$ cat config.mk
export PLATFORM = sky130hd
export DESIGN_NAME = pit_channel
export DESIGN_NICKNAME = d
export VERILOG_FILES = /design/src/rtl/pit_pkg.sv /design/src/rtl/pit_prescaler.sv /design/src/rtl/pit_counter.sv /design/src/rtl/pit_regs.sv /design/src/rtl/pit_channel.sv
export SDC_FILE = /design/constraint.sdc
export NUM_CORES = 1
export LEC_CHECK = 0
export ABC_AREA = 1
export ABC_CLOCK_PERIOD_IN_PS = 7800
export BUFFER_PORTS_ARGS = -buffer_cell sky130_fd_sc_hd__buf_2
export CAP_MARGIN = 20
export CORE_ASPECT_RATIO = 1.5
export CORE_MARGIN = 2
export CORE_UTILIZATION = 60
export CTS_CLUSTER_SIZE = 25
export DETAILED_ROUTE_END_ITERATION = 10
export HOLD_SLACK_MARGIN = 0.15
export PLACE_DENSITY = 0.81
export SLEW_MARGIN = 20
export SYNTH_ARGS = -nofsm -noshare
export SYNTH_HDL_FRONTEND = slang
export SYNTH_SLANG_ARGS = --single-unit
$ cat constraint.sdc
create_clock -name clk -period 7.8 [get_ports clk]
set_clock_uncertainty 0.1 [all_clocks]
set_input_delay 1.56 -clock clk [delete_from_list [all_inputs] [get_ports clk]]
set_output_delay 1.56 -clock clk [all_outputs]
set_load 0.005 [all_outputs]
$ cat src/rtl/pit_pkg.sv
package pit_pkg;

    localparam int BUS_W        = 32;
    localparam int RUN_BIT      = 28;
    localparam int MODE_BIT     = 24;
    localparam int FLAG_BIT     = 16;
    localparam int IEN_BIT      = 20;
    localparam int MIN_DIV      = 2;

    typedef enum logic [1:0] {
        SEL_TERM  = 2'd0,
        SEL_COUNT = 2'd1,
        SEL_CTRL  = 2'd2,
        SEL_IRQ   = 2'd3
    } reg_sel_e;

    typedef enum logic {
        MODE_SINGLE   = 1'b0,
        MODE_PERIODIC = 1'b1
    } run_mode_e;

    typedef struct packed {
        logic      run;
        run_mode_e mode;
    } ctrl_flags_t;

    typedef struct packed {
        logic             we;
        reg_sel_e         sel;
        logic [BUS_W-1:0] data;
    } bus_req_t;

    typedef struct packed {
        logic hit;
        logic stop;
    } cnt_event_t;

    function automatic logic [31:0] clamp_div(input logic [31:0] raw);
        return (raw < MIN_DIV) ? 32'(MIN_DIV) : raw;
    endfunction

endpackage

$ cat src/rtl/pit_prescaler.sv
module pit_prescaler
    import pit_pkg::*;
#(
    parameter int DIV_W = 16
) (
    input  logic             clk,
    input  logic             rst,
    input  logic             run,
    input  logic [DIV_W-1:0] div,
    output logic             tick
);

    logic [DIV_W-1:0] phase_q;
    logic [DIV_W-1:0] last_phase;

    always_comb begin
        last_phase = DIV_W'(clamp_div(32'(div)) - 32'd1);
    end

    assign tick = run && (phase_q >= last_phase);

    always_ff @(posedge clk) begin
        if (rst || !run || tick) begin
            phase_q <= '0;
        end else begin
            phase_q <= phase_q + 1'b1;
        end
    end

    assert_tick_spacing_R3: assert property (@(posedge clk) disable iff (rst)
        tick |=> !tick);

    assert_idle_no_tick_R10: assert property (@(posedge clk) disable iff (rst)
        !run |-> !tick);

endmodule

$ cat src/rtl/pit_counter.sv
module pit_counter
    import pit_pkg::*;
#(
    parameter int CNT_W = 28
) (
    input  logic             clk,
    input  logic             rst,
    input  logic             tick,
    input  ctrl_flags_t      flags,
    input  logic [CNT_W-1:0] term,
    input  logic             load,
    input  logic [CNT_W-1:0] load_val,
    output logic [CNT_W-1:0] count,
    output cnt_event_t       evt
);

    logic [CNT_W-1:0] cnt_q;
    logic             at_term;

    assign at_term  = (cnt_q == term);
    assign evt.hit  = tick && at_term;
    assign evt.stop = tick && at_term && (flags.mode == MODE_SINGLE);
    assign count    = cnt_q;

    always_ff @(posedge clk) begin
        if (rst) begin
            cnt_q <= '0;
        end else if (load) begin
            cnt_q <= load_val;
        end else if (tick) begin
            if (at_term) begin
                if (flags.mode == MODE_PERIODIC) begin
                    cnt_q <= '0;
                end
            end else begin
                cnt_q <= cnt_q + 1'b1;
            end
        end
    end

    assert_hold_when_idle_R10: assert property (@(posedge clk) disable iff (rst)
        (!flags.run && !load) |=> $stable(cnt_q));

    assert_periodic_wrap_R6: assert property (@(posedge clk) disable iff (rst)
        (evt.hit && flags.mode == MODE_PERIODIC && !load) |=> (cnt_q == '0));

    assert_single_hold_R7: assert property (@(posedge clk) disable iff (rst)
        (evt.stop && !load) |=> $stable(cnt_q));

    assert_load_value_R10: assert property (@(posedge clk) disable iff (rst)
        load |=> (cnt_q == $past(load_val)));

endmodule

$ cat src/rtl/pit_regs.sv
module pit_regs
    import pit_pkg::*;
#(
    parameter int CNT_W  = 28,
    parameter int DIV_W  = 16,
    parameter int ADDR_W = 4
) (
    input  logic              clk,
    input  logic              rst,
    input  logic [ADDR_W-1:0] bus_addr,
    input  logic [BUS_W-1:0]  bus_wdata,
    input  logic              bus_we,
    input  logic [CNT_W-1:0]  count,
    input  cnt_event_t        evt,
    output ctrl_flags_t       flags,
    output logic [DIV_W-1:0]  div,
    output logic [CNT_W-1:0]  term,
    output logic              load,
    output logic [CNT_W-1:0]  load_val,
    output logic [BUS_W-1:0]  rdata,
    output logic              irq
);

    bus_req_t         req;
    ctrl_flags_t      flags_q;
    logic [DIV_W-1:0] div_q;
    logic [CNT_W-1:0] term_q;
    logic             ien_q;
    logic             flag_q;
    logic             wr_term, wr_ctrl, wr_irq, flag_clr;

    always_comb begin
        req.we   = bus_we;
        req.sel  = reg_sel_e'(bus_addr[3:2]);
        req.data = bus_wdata;
    end

    assign wr_term  = req.we && (req.sel == SEL_TERM);
    assign load     = req.we && (req.sel == SEL_COUNT);
    assign wr_ctrl  = req.we && (req.sel == SEL_CTRL);
    assign wr_irq   = req.we && (req.sel == SEL_IRQ);
    assign flag_clr = wr_irq && req.data[FLAG_BIT];
    assign load_val = req.data[CNT_W-1:0];

    always_ff @(posedge clk) begin
        if (rst) begin
            term_q <= '0;
        end else if (wr_term) begin
            term_q <= req.data[CNT_W-1:0];
        end
    end

    always_ff @(posedge clk) begin
        if (rst) begin
            flags_q <= '{run: 1'b0, mode: MODE_SINGLE};
            div_q   <= '0;
        end else if (wr_ctrl) begin
            flags_q.run  <= req.data[RUN_BIT];
            flags_q.mode <= run_mode_e'(req.data[MODE_BIT]);
            div_q        <= req.data[DIV_W-1:0];
        end else if (evt.stop) begin
            flags_q.run <= 1'b0;
        end
    end

    always_ff @(posedge clk) begin
        if (rst) begin
            ien_q  <= 1'b0;
            flag_q <= 1'b0;
        end else begin
            if (wr_irq) begin
                ien_q <= req.data[IEN_BIT];
            end
            if (evt.hit) begin
                flag_q <= 1'b1;
            end else if (flag_clr) begin
                flag_q <= 1'b0;
            end
        end
    end

    always_comb begin
        rdata = '0;
        unique case (req.sel)
            SEL_TERM:  rdata[CNT_W-1:0] = term_q;
            SEL_COUNT: rdata[CNT_W-1:0] = count;
            SEL_CTRL: begin
                rdata[RUN_BIT]     = flags_q.run;
                rdata[MODE_BIT]    = flags_q.mode;
                rdata[DIV_W-1:0]   = div_q;
            end
            SEL_IRQ: begin
                rdata[IEN_BIT]  = ien_q;
                rdata[FLAG_BIT] = flag_q;
            end
            default: rdata = '0;
        endcase
    end

    assign flags = flags_q;
    assign div   = div_q;
    assign term  = term_q;
    assign irq   = flag_q & ien_q;

    assert_hit_sets_flag_R5: assert property (@(posedge clk) disable iff (rst)
        evt.hit |=> flag_q);

    assert_flag_sticky_R8: assert property (@(posedge clk) disable iff (rst)
        (flag_q && !flag_clr) |=> flag_q);

    assert_clear_drops_flag_R8: assert property (@(posedge clk) disable iff (rst)
        (flag_clr && !evt.hit) |=> !flag_q);

    assert_stop_clears_run_R7: assert property (@(posedge clk) disable iff (rst)
        (evt.stop && !wr_ctrl) |=> !flags_q.run);

endmodule

$ cat src/rtl/pit_channel.sv
module pit_channel
    import pit_pkg::*;
#(
    parameter int CNT_W  = 28,
    parameter int DIV_W  = 16,
    parameter int ADDR_W = 4
) (
    input  logic              clk,
    input  logic              rst,
    input  logic [ADDR_W-1:0] bus_addr,
    input  logic [31:0]       bus_wdata,
    input  logic              bus_we,
    output logic [31:0]       bus_rdata,
    output logic              irq_o
);

    ctrl_flags_t      flags;
    logic [DIV_W-1:0] div;
    logic [CNT_W-1:0] term;
    logic             load;
    logic [CNT_W-1:0] load_val;
    logic [CNT_W-1:0] count;
    logic             tick;
    cnt_event_t       evt;

    pit_regs #(.CNT_W(CNT_W), .DIV_W(DIV_W), .ADDR_W(ADDR_W)) u_regs (
        .clk      (clk),
        .rst      (rst),
        .bus_addr (bus_addr),
        .bus_wdata(bus_wdata),
        .bus_we   (bus_we),
        .count    (count),
        .evt      (evt),
        .flags    (flags),
        .div      (div),
        .term     (term),
        .load     (load),
        .load_val (load_val),
        .rdata    (bus_rdata),
        .irq      (irq_o)
    );

    pit_prescaler #(.DIV_W(DIV_W)) u_presc (
        .clk (clk),
        .rst (rst),
        .run (flags.run),
        .div (div),
        .tick(tick)
    );

    pit_counter #(.CNT_W(CNT_W)) u_cnt (
        .clk     (clk),
        .rst     (rst),
        .tick    (tick),
        .flags   (flags),
        .term    (term),
        .load    (load),
        .load_val(load_val),
        .count   (count),
        .evt     (evt)
    );

    assert_irq_needs_event_R9: assert property (@(posedge clk) disable iff (rst)
        $rose(irq_o) |-> ($past(evt.hit) || $past(bus_we)));

endmodule

== Word level (Yosys, flattened, before mapping) ==
Index checks and enable logic that the tools add are counted.

* Add/subtract/negate cells: 3
* Bitwise operators: 2
* $mul: 0
* $lt $le $gt $ge: 2
* Multiplexer cells: 17
* Divide/modulo/power cells: 0
* Shift-type cells: 0
* Equality and inequality tests: 5
* Reduce and logical (&&, ||, !) cells: 16

{| class="wikitable"
|+ Operators with widths
! cell !! count
|-
| 28-bit 2-to-1 mux || 4
|-
| 16-bit case mux with 3 select lines || 1
|-
| 28-bit by 1-bit adder with 28-bit output (second input constant) || 1
|-
| 28-bit == test || 1
|-
| 3-bit case mux with 2 select lines || 3
|-
| 16-bit by 1-bit adder with 16-bit output (second input constant) || 1
|-
| 16-bit >= comparator || 1
|-
| 16-bit by 2-bit less-than comparator with 1-bit output (second input constant) || 1
|-
| 16-bit 2-to-1 mux || 1
|-
| 16-bit by 1-bit subtractor with 16-bit output (second input constant) || 1
|-
| 1-bit case mux with 3 select lines || 3
|-
| 1-bit logical AND || 8
|-
| 2-bit nonzero test || 3
|-
| 1-bit 2-to-1 mux || 5
|-
| 2-bit == test (second input constant) || 2
|-
| 3-bit inequality test (second input constant) || 1
|-
| 2-bit by 1-bit == test with 1-bit output (second input constant) || 1
|-
| 2-bit logical NOT || 1
|-
| 1-bit logical OR || 2
|-
| 2-bit AND reduction || 1
|-
| 1-bit AND || 1
|-
| 1-bit logical NOT || 1
|-
| 1-bit inverter || 1
|}

* Memories: 0
* Output and inout bits: 33
* Bits in writable memories: 0
* Latch bits: 0
* Bits in registers: 92
* Bits of input ports: 39
* ROM bits: 0

== Logic depth before layout (Yosys ltp) ==
* Depth in word-level cells: 9
* Mapped depth: 28
* Depth with buffers taken out: 27

== Modules after synthesis ==
A second synthesis with hierarchy kept.

* Cells, all modules: 1051
* Area, all modules: 6651.4 um^2

{| class="wikitable"
|+ By module, submodules not included
! module !! area each (um^2) !! instances !! cells an instance
|-
| pit_counter || 2648.8 || 1 || 493
|-
| pit_regs || 2524.9 || 1 || 352
|-
| pit_prescaler || 1477.7 || 1 || 206
|}

== Least setup slack after synthesis ==
OpenSTA, ideal clock, no wires.

* Kind: input -> output
* From: input bus_addr[2]
* To: output bus_rdata[2]
* Arrival time: 2.237 ns
* Path slack: 3.903 ns
* Stages on the path: 4
* Cells stage by stage: nor2_1 > inv_2 > clkbuf_1 > o221ai_1

* Longest elaborated chain between the ends: 2
* Elaborated cells between the ends (all ways): 4
* Those cells by class: 2 x eq/ne; 1 x mux; 1 x reduce/logical

{| class="wikitable"
|+ RTL lines
! what !! RTL line !! text
|-
| start, declared || pit_channel.sv:10 || <nowiki>input logic [ADDR_W-1:0] bus_addr,</nowiki>
|-
| 2-bit == test (tied with other cells) || pit_regs.sv:84 || <nowiki>unique case (req.sel)</nowiki>
|-
| 16-bit case mux with 3 select lines * || pit_regs.sv:84 ||
|-
| end, declared || pit_channel.sv:13 || <nowiki>output logic [31:0] bus_rdata,</nowiki>
|}

Mark *: on every way between the ends. The rest lies on a longest branch, timed or not.

== Worst setup path after layout ==
* From: input bus_addr[2]
* To: output bus_rdata[24]

* Longest elaborated chain between the ends: 2
* Elaborated cells between the ends (all ways): 4
* Those cells by class: 2 x eq/ne; 1 x mux; 1 x reduce/logical

{| class="wikitable"
|+ RTL lines
! what !! RTL line
|-
| 2-bit == test (tied with other cells) || pit_regs.sv:84
|-
| 1-bit case mux with 3 select lines * || pit_regs.sv:84
|}

Marked as above.

==> run metrics <==
GRT Total Usage=0.307; crit share post-route=0.610; chip width=88.3 um; TritonCTS Buffers=9; Port Buffer Count=63; Post-synth EDFFs=0; layout cells sized above 1=0.127; core area=10500 um^2; CTS Sinks=92; average size of a mapped cell=6.34 um^2; FILL cells=1025; #FFs+latches synth=92; post-route insts no fill=1196; DRC violations left=0; WL final=17.4 mm; commonest register cell after synthesis=dfxtp_1; CTS resizes=0; Cell Area, Synth=6400 um^2; Post-Syn Instances=1010; TNS Setup=0 ns; Slowest Stage Delay on Critical Path=0.50 ns; Avg WL per Cell=14.6 um; worst min-delay path class=reg2reg; Peak VDD IR=0.108 mV; Clock Latency Late Sink=0.35 ns; crit path max-delay cell type=nor2_2; status=complete, no violations; CTS root buffer=clkbuf_16; Slew HR=0.326; GP Congestion=0.971; largest net degree at the start of global routing=77; CP Max Fanout=17; DR WL met2=9.03 mm; setup bufs post-CTS=0; Cell Pwr Density=169 nW/um^2; Slew Limit Fails=0; Vias=6488; Fmax achieved=210 MHz; hold_buf cts=0; Slew @ Worst Pin=1.01 ns; Starting DRT DRC Count=499; register area share after synthesis=0.288; die area=11500 um^2; clock slew at reported path FFs=0.06 ns; Reg area=1840 um^2; highest routed layer=met4; nets@finish=1106; most used cell, CP=buf_2; Final setup viols=0; n_diodes=0; drt pass-1 iters=5; first-pass GRT wire length=27.6 mm; post-synth cell types=36; CTS tree=done; H-tree Lvls=3; vias in the first global route=5952; Initial Util=0.611; Setup crit end kind=output port; RSZ-0062 raised after global routing=false; Async SR Flop Fraction=0; placed cells=1181; LEAKAGE=0.00322 uW; M1 wire length=6.85 mm; Final HPWL DP=12.4 mm; Yosys warnings=0; Final Power=1180 uW; initial antenna violation count=0; Final Hold Viols=0; CP required=6.14 ns; area grow syn2layout=8.84%; CP arrival=3.10 ns; num rows=46; # Max-Cap Violations=0; grt total ovfl=0; kind of critical path=in2out; Tmin final=4.76 ns; CTS max path bufs=2; Routed Antenna Nets=0; io pins=72; DR vias/cell=5.42; crit path launch type=primary input; footprint of the multi-input gates=3900 um^2; crit path cell chain=buf_2 > inv_1 > nor2_2 > inv_2 > o221ai_1 > buf_2; Die Y=130 um; DR WL met3=855 um
==> synthesized netlist by cell type, drive strengths merged, types with 24 or more instances <==
cell / instances / area, um^2
a21oi: 47 / 235
xor2: 26 / 228
o21ai: 58 / 290
buf: 24 / 193
nand2: 290 / 1120
nor2: 170 / 733
dfxtp: 92 / 1840
nand3: 66 / 340
inv: 107 / 402
==> report_power, final <==
group	internal, uW	switching (uW)
clock	249	184
sequential	490	22.9
combinational	84.9	147
total	824	354
==> area by class of cell <==
| type | count | share of cell area |
|---|---|---|
| tap | 144 | 0.0259 |
| timing repair buffer | 68 | 0.0507 |
| clock buffer | 14 | 0.0408 |
| multi-input combinational | 770 | 0.560 |
| clock inverter | 1 | 0.000719 |
| sequential | 92 | 0.264 |
| inverter | 107 | 0.0577 |
==> worst max-delay path: cells and delay by family <==
kind	cells	cell delay, ns
AOI/OAI and AO/OA	1	0.35
buffers and inverters	4	0.68
and+or+nand+nor	1	0.50
==> kinds of logic after synthesis <==
logic type / share of synthesized area
other: 0.000586
adder cells (fa/ha/maj): 0.0371
AO/OA/AOI/OAI: 0.113
AND/OR/NAND/NOR: 0.395
flip-flops: 0.288
buffers and inverters: 0.104
XOR/XNOR: 0.0628
==> registers in the layout, indices dropped and copies added, names as in the netlist <==
signal	count
u_presc.phase_q	16
u_cnt.count	28
u_regs.flag_q	1
u_regs.term	28
u_regs.ien_q	1
u_regs.div	16
u_regs.flags	2
==> per-layer routing <==
layer / track usage / up-vias
li1: - / 3303
met1: 0.333 / 2924
met2: 0.568 / 212
met3: 0.0490 / 49
met4: 0.148 / 0
met5: 0 / -
==> cells in the final DEF (no fill, tap or decap), types with 25 or more instances in the layout <==
cell type,netlist,layout
buf_2,9,63
nand3_1,64,64
nor2_2,25,25
o21ai_0,58,58
xor2_1,26,26
nand2_1,284,284
nor2_1,143,143
dfxtp_1,92,92
a21oi_1,47,47
inv_1,96,95
==> final timing paths <==
path,cells past startpoint,to,startpoint,slack (ns)
setup / recovery,6,bus_rdata[24],bus_addr[2],3.04
hold / removal,1,u_presc.phase_q[0],u_presc.phase_q[0],0.37
setup reg to reg,23,u_presc.phase_q[13],u_regs.div[11],3.55
hold reg to reg,1,u_presc.phase_q[0],u_presc.phase_q[0],0.37
==> metrics by stage <==
stage | area (um^2) | utilization | setup slack [ns] | hold slack (ns)
floorplan | 6410 | - | 3.90 | 0.330
global placement | 6680 | 0.637 | 3.09 | 0.349
detailed placement | 6680 | 0.637 | 3.06 | 0.356
CTS | 6970 | 0.665 | 3.06 | 0.370
global route | 6970 | 0.665 | 2.92 | 0.411
finish | 6970 | 0.665 | 3.04 | 0.365
(Power assumes the default switching activity.)
